<file path="src/rtl/perfctr_pkg.sv">
package perfctr_pkg;
  localparam int unsigned CTRL_W   = 32;
  localparam int unsigned THR_W    = 8;
  localparam int unsigned THR_LSB  = 24;
  localparam int unsigned INV_BIT  = 23;
  localparam int unsigned CEN_BIT  = 22;
  localparam int unsigned OVFE_BIT = 20;
  localparam int unsigned EDGE_BIT = 18;
  localparam logic [CTRL_W-1:0] CTRL_MASK = 32'hFFD4_0000;

  typedef enum logic [1:0] {
    RA_CTRL   = 2'd0,
    RA_CNT_LO = 2'd1,
    RA_CNT_HI = 2'd2,
    RA_NONE   = 2'd3
  } reg_addr_e;

  // Threshold test on an 8-bit widened event value.
  function automatic logic thr_hit(input logic [THR_W-1:0] thr,
                                   input logic inv,
                                   input logic [THR_W-1:0] evt8);
    logic le;
    le = (evt8 <= thr);
    return inv ? ~le : le;
  endfunction

  // Keep only writable control bits.
  function automatic logic [CTRL_W-1:0] ctrl_sanitize(input logic [CTRL_W-1:0] d);
    return d & CTRL_MASK;
  endfunction
endpackage

</file>
<file path="src/rtl/pc_ctrl_reg.sv">
module pc_ctrl_reg
  import perfctr_pkg::*;
(
  input  logic              clk,
  input  logic              rst_n,
  input  logic              wr_ctrl,
  input  logic [CTRL_W-1:0] wr_data,
  output logic [CTRL_W-1:0] ctrl_q
);
  always_ff @(posedge clk) begin
    if (!rst_n)       ctrl_q <= '0;
    else if (wr_ctrl) ctrl_q <= ctrl_sanitize(wr_data);
  end
endmodule

</file>
<file path="src/rtl/pc_event_filter.sv">
module pc_event_filter
  import perfctr_pkg::*;
#(
  parameter int unsigned EVT_W = 7
) (
  input  logic             clk,
  input  logic             rst_n,
  input  logic [EVT_W-1:0] evt_inc,
  input  logic [THR_W-1:0] thr,
  input  logic             inv,
  input  logic             edge_mode,
  output logic             thr_on,
  output logic             hit,
  output logic             prev_q,
  output logic [EVT_W-1:0] inc_amt
);
  localparam int unsigned PAD_W = THR_W - EVT_W;

  logic [THR_W-1:0] evt8;
  logic             rise;
  logic             bit_out;

  assign evt8    = {{PAD_W{1'b0}}, evt_inc};
  assign thr_on  = |thr;
  assign hit     = thr_hit(thr, inv, evt8);
  assign rise    = hit & ~prev_q;
  assign bit_out = edge_mode ? rise : hit;

  always_comb begin
    if (thr_on) inc_amt = {{(EVT_W-1){1'b0}}, bit_out};
    else        inc_amt = evt_inc;
  end

  // Tracks the compare bit every cycle, counting or not.
  always_ff @(posedge clk) begin
    if (!rst_n) prev_q <= 1'b0;
    else        prev_q <= hit;
  end
endmodule

</file>
<file path="src/rtl/pc_accum.sv">
module pc_accum
  import perfctr_pkg::*;
#(
  parameter int unsigned EVT_W = 7,
  parameter int unsigned CNT_W = 48
) (
  input  logic              clk,
  input  logic              rst_n,
  input  logic              cnt_go,
  input  logic              ovf_allow,
  input  logic [EVT_W-1:0]  inc_amt,
  input  logic              wr_lo,
  input  logic              wr_hi,
  input  logic [CTRL_W-1:0] wr_data,
  output logic              add_wrap,
  output logic [CNT_W-1:0]  cnt_q,
  output logic              ovf_q
);
  localparam int unsigned HI_W  = CNT_W - CTRL_W;
  localparam int unsigned EXT_W = CNT_W + 1 - EVT_W;

  logic [CNT_W:0] sum_w;
  logic           take_add;

  assign sum_w    = {1'b0, cnt_q} + {{EXT_W{1'b0}}, inc_amt};
  assign take_add = cnt_go & ~wr_lo & ~wr_hi;
  assign add_wrap = take_add & sum_w[CNT_W];

  always_ff @(posedge clk) begin
    if (!rst_n) begin
      cnt_q <= '0;
      ovf_q <= 1'b0;
    end else begin
      ovf_q <= 1'b0;
      if (wr_lo) begin
        cnt_q[CTRL_W-1:0] <= wr_data;
      end else if (wr_hi) begin
        cnt_q[CNT_W-1:CTRL_W] <= wr_data[HI_W-1:0];
      end else if (cnt_go) begin
        cnt_q <= sum_w[CNT_W-1:0];
        ovf_q <= sum_w[CNT_W] & ovf_allow;
      end
    end
  end
endmodule

</file>
<file path="src/rtl/perf_event_counter.sv">
module perf_event_counter
  import perfctr_pkg::*;
#(
  parameter int unsigned EVT_W = 7,
  parameter int unsigned CNT_W = 48
) (
  input  logic              clk,
  input  logic              rst_n,
  input  logic [EVT_W-1:0]  evt_inc,
  input  logic              unit_cnt_en,
  input  logic              unit_ovf_en,
  input  logic              wr_en,
  input  logic [1:0]        wr_addr,
  input  logic [CTRL_W-1:0] wr_data,
  input  logic [1:0]        rd_addr,
  output logic [CTRL_W-1:0] rd_data,
  output logic              ovf_pulse
);
  localparam int unsigned HI_W = CNT_W - CTRL_W;

  logic [CTRL_W-1:0] ctrl_q;
  logic              wr_ctrl, wr_lo, wr_hi;
  logic              thr_on, hit, prev_q;
  logic [EVT_W-1:0]  inc_amt;
  logic              cnt_go, ovf_allow, add_wrap;
  logic [CNT_W-1:0]  cnt_q;

  assign wr_ctrl = wr_en && (wr_addr == RA_CTRL);
  assign wr_lo   = wr_en && (wr_addr == RA_CNT_LO);
  assign wr_hi   = wr_en && (wr_addr == RA_CNT_HI);

  pc_ctrl_reg u_ctrl (
    .clk     (clk),
    .rst_n   (rst_n),
    .wr_ctrl (wr_ctrl),
    .wr_data (wr_data),
    .ctrl_q  (ctrl_q)
  );

  pc_event_filter #(.EVT_W(EVT_W)) u_filt (
    .clk       (clk),
    .rst_n     (rst_n),
    .evt_inc   (evt_inc),
    .thr       (ctrl_q[THR_LSB +: THR_W]),
    .inv       (ctrl_q[INV_BIT]),
    .edge_mode (ctrl_q[EDGE_BIT]),
    .thr_on    (thr_on),
    .hit       (hit),
    .prev_q    (prev_q),
    .inc_amt   (inc_amt)
  );

  assign cnt_go    = ctrl_q[CEN_BIT] & unit_cnt_en;
  assign ovf_allow = ctrl_q[OVFE_BIT] & unit_ovf_en;

  pc_accum #(.EVT_W(EVT_W), .CNT_W(CNT_W)) u_acc (
    .clk       (clk),
    .rst_n     (rst_n),
    .cnt_go    (cnt_go),
    .ovf_allow (ovf_allow),
    .inc_amt   (inc_amt),
    .wr_lo     (wr_lo),
    .wr_hi     (wr_hi),
    .wr_data   (wr_data),
    .add_wrap  (add_wrap),
    .cnt_q     (cnt_q),
    .ovf_q     (ovf_pulse)
  );

  always_comb begin
    unique case (rd_addr)
      RA_CTRL:   rd_data = ctrl_q;
      RA_CNT_LO: rd_data = cnt_q[CTRL_W-1:0];
      RA_CNT_HI: rd_data = {{(2*CTRL_W-CNT_W){1'b0}}, cnt_q[CNT_W-1:CTRL_W]};
      default:   rd_data = '0;
    endcase
  end

  logic unused_hi_w;
  assign unused_hi_w = (HI_W == 0) & hit;
endmodule

</file>
<file path="config.mk">
export PLATFORM = sky130hd
export DESIGN_NAME = perf_event_counter
export DESIGN_NICKNAME = d
export VERILOG_FILES = /design/src/rtl/perfctr_pkg.sv /design/src/rtl/pc_ctrl_reg.sv /design/src/rtl/pc_event_filter.sv /design/src/rtl/pc_accum.sv /design/src/rtl/perf_event_counter.sv
export SDC_FILE = /design/constraint.sdc
export NUM_CORES = 1
export LEC_CHECK = 0
export ABC_AREA = 1
export BUFFER_PORTS_ARGS = -buffer_cell sky130_fd_sc_hd__buf_2
export CAP_MARGIN = 40
export CORE_MARGIN = 8
export CORE_UTILIZATION = 62
export DETAILED_ROUTE_END_ITERATION = 10
export MAX_ROUTING_LAYER = met4
export PLACE_DENSITY = 0.91
export SLEW_MARGIN = 20
export SYNTH_ARGS = -nofsm -noshare
export SYNTH_HDL_FRONTEND = slang
export SYNTH_SLANG_ARGS = --single-unit
export TNS_END_PERCENT = 1
</file>
<file path="constraint.sdc">
create_clock -name clk -period 4.6 [get_ports clk]
set_input_delay 0 -clock clk [delete_from_list [all_inputs] [get_ports clk]]
set_output_delay 0 -clock clk [all_outputs]
set_load 0.05 [all_outputs]
</file>
==> results by group <==
Floorplan
  • Starting Density: 62.7%
  • Cell row count: 33
  • Core ar.: 8050 um2
  • Die area: 11300 um2
  • Chip Width: 106 um
  • I/O pin total: 81
  • Die height: 106 um

Route
  • Via total after detailed routing: 6370
  • Post-DR vias/cell: 5.90
  • Post-route antenna net violation count: 0
  • Detailed Route Iter0 Violations: 530
  • Routed wire length: 18500 um
  • Met1 wire length: 7300 um
  • DR DRC count: 0
  • DR WL/cell: 17.2 um
  • Detailed-routed wire length on met2: 8190 um
  • Number of search-and-repair iterations in the first detailed-routing pass: 8
  • Top routing layer in use: met4
  • Met3 routed WL: 2070 um

Clock network
  • Clock Latency Late Sink: 0.35 ns
  • Clock tree from TritonCTS: built
  • Clock transition time at the flip-flop clock pins of the worst setup and hold paths: 0.08 ns
  • CTS buffer count: 9
  • Sinks on the clock net: 62
  • H-tree level count: 3
  • Clock buffer depth: 2
  • CTS Root Buffer Type: clkbuf_8
  • Count of buffers added by post-CTS timing repair for setup: 0

Logic synthesis
  • Primary flip-flop cell chosen by synthesis mapping: dfxtp_1
  • Gate count of the mapped netlist: 878
  • Number of enable-type register cells in the synthesized netlist: 0
  • Number of nets in the synthesized netlist: 941
  • Number of warnings printed during yosys synthesis: 0
  • Post-synthesis instance area: 5050 um2
  • Unique cell type count in the Yosys netlist: 36
  • Yosys reg bits: 62
  • Syn avg cell area: 5.75 um2
  • Share of synthesized registers carrying an async set or reset: 0%
  • Sequential share of the synthesized area: 24.6%

Status
  • Violated checks: hold timing
  • Run status: finished with violations

Final layout
  • Layout Nets: 1033
  • Area added between synthesis and finish: 17.8%
  • Most common cell after layout, fill and taps aside: nand2_1
  • Number of antenna diodes: 0
  • Share of final-layout standard cells stronger than drive strength 1: 13.2%
  • Filler instances: 715
  • Leading cell types in the layout, fill and taps excluded: nand2_1 (251), inv_1 (138), nor2_1 (93), buf_2 (80), nand3_1 (71)

Worst setup path
  • Required time at the worst-slack endpoint: 4.81 ns
  • Launching element type of the critical path: register
  • Worst setup path category: register to register
  • Category of the worst setup path capture point: register
  • Worst path arrival time: 3.59 ns
  • Largest fanout on the critical path: 9

Place
  • Routability Congestion: 1.10
  • Estimated wirelength of the detail-placed design: 14000 um
  • Count of buffers from port buffering: 80

Power and ir drop
  • Leakage power figure: 2.57 nW
  • Total power per unit cell area: 239 nW/um2
  • Worst-case vdd ir drop: 0.147 mV

STA
  • Number of max-slew violations in the final report: 0
  • Period minus WS final: 3.38 ns
  • Max Clock Skew: 0.00900 ns
  • Total negative setup slack: 0 ns
  • Post-route fraction of the period consumed by the critical path: 73.5%
  • Worst hold-check slack: -0.00194 ns
  • Timing-limited maximum frequency: 296 MHz
  • Setup repair after global routing missed its margin: false
  • Hold violation count in the final report: 1
  • Worst Tran Pin Value: 0.819 ns
  • Number of failing setup endpoints in the final timing report: 0
  • Tightest slew margin relative to the limit: 45.4%

Worst hold path
  • Hold crit path type: input pin to register

GRT
  • Via count of the first global-routing pass: 6014
  • Pin count of the biggest net entering global routing: 48
  • Number of antenna violations at the first check in global routing: 0
  • Global-route wire length before repair: 29900 um
  • Overall Global Routing Usage: 33.6%
  • Remaining global-route overflow: 0

Run
  • Maximum Capacitance Violations: 0
-- registers in the layout (all words and copies together) (netlist names) --
name / count
u_acc.cnt_q: 48
u_acc.ovf_q: 1
u_ctrl.ctrl_q: 12
u_filt.prev_q: 1
-- layer usage --
layer	vias up	GRT usage, %
met5	-	-
met4	0	16.3
met3	85	6.23
met2	408	52.6
met1	2852	40.7
li1	3025	-
-- Yosys cell counts, types with 2 or more instances --
| cell | count | area, um2 |
|---|---|---|
| buf_4 | 4 | 30.0 |
| a31oi_1 | 10 | 62.6 |
| o21ai_1 | 3 | 15.0 |
| inv_1 | 138 | 518 |
| ha_1 | 14 | 175 |
| clkinv_1 | 3 | 11.3 |
| nor2_1 | 94 | 353 |
| nor3_1 | 2 | 10.0 |
| nand4_1 | 20 | 125 |
| nand3_2 | 3 | 30.0 |
| o22ai_1 | 35 | 219 |
| nand3_1 | 71 | 355 |
| nor2_2 | 8 | 50.1 |
| xor2_1 | 14 | 123 |
| a21oi_1 | 55 | 275 |
| clkbuf_1 | 13 | 48.8 |
| buf_2 | 6 | 30.0 |
| nand2_2 | 10 | 62.6 |
| inv_2 | 2 | 7.51 |
| nand2_1 | 251 | 942 |
| dfxtp_1 | 62 | 1240 |
| o21ai_0 | 46 | 230 |
-- kinds of logic after synthesis --
logic type               Yosys count  share of synthesized area, %
AND/OR/NAND/NOR                  467                          39.6
buffers and inverters            166                          12.8
AO/OA/AOI/OAI                    153                          16.5
flip-flops                        62                          24.6
XOR/XNOR                          15                          2.60
adder cells (fa/ha/maj)           15                          3.87
-- critical path: stages, from the launching register on --
cell and delay (ns):
dfxtp_1 0.32, inv_1 0.07, ha_1 0.29, and3_1 0.20, a21oi_1 0.18, nand2_1 0.07
nand2_1 0.06, nand2_1 0.06, o22ai_1 0.14, ha_1 0.23, inv_1 0.07, fa_1 0.41
inv_1 0.11, nand3_1 0.07, nand3_1 0.19, nand2_1 0.13, nand2_2 0.20, nand2_1 0.12
xor2_1 0.16, a21oi_1 0.13, nor2_1 0.05
-- where the power goes --
part / internal [mW] / total (mW) / switching (mW) / leakage, nW
registers: 0.559 / 0.581 / 0.0221 / 0.505
clock network: 0.335 / 0.573 / 0.239 / 0.116
logic: 0.0916 / 0.268 / 0.176 / 1.95
-- final cells by class --
class,count,area [um2],share of cell area [%]
Clock buffer,11,151,2.55
Clock inverter,5,81.3,1.37
Inverter,143,537,9.03
Multi-Input combinational cell,650,3160,53.2
Sequential cell,62,1240,20.9
Tap cell,105,131,2.21
Timing Repair Buffer,104,641,10.8
-- worst paths after layout --
path	endpoint	cells past startpoint	slack, ns	start
hold / removal	u_ctrl.ctrl_q[18]$_SDFFE_PN0P_	3	-0.002	wr_addr[0]
setup / recovery	u_acc.cnt_q[24]$_SDFFE_PN0P_	20	1.22	u_ctrl.ctrl_q[29]$_SDFFE_PN0P_
hold reg to reg	u_acc.cnt_q[0]$_SDFFE_PN0P_	2	0.50	u_acc.cnt_q[0]$_SDFFE_PN0P_
setup reg to reg	u_acc.cnt_q[24]$_SDFFE_PN0P_	20	1.22	u_ctrl.ctrl_q[29]$_SDFFE_PN0P_
-- through the flow --
stage | setup WS [ns] | power, mW | util, % | std cells | cell area (um2)
finish | 1.22 | 1.42 | 73.8 | 1080 | 5940
global route | 0.882 | 1.47 | 73.8 | 1080 | 5940
CTS | 1.25 | 1.41 | 73.8 | 1080 | 5940
detailed placement | 1.31 | 0.836 | 68.3 | 1043 | 5500
global placement | 1.45 | 0.832 | 68.1 | 1042 | 5490
floorplan | 1.75 | 0.757 | - | 878 | 5050
-- what timing repair did --
action                                 in CTS  in global routing
hold buffers                               21                  0
endpoints found under the hold margin      20                  0
resized for setup                           0                  0
Note: power is estimated with default switching activity, not from simulation.
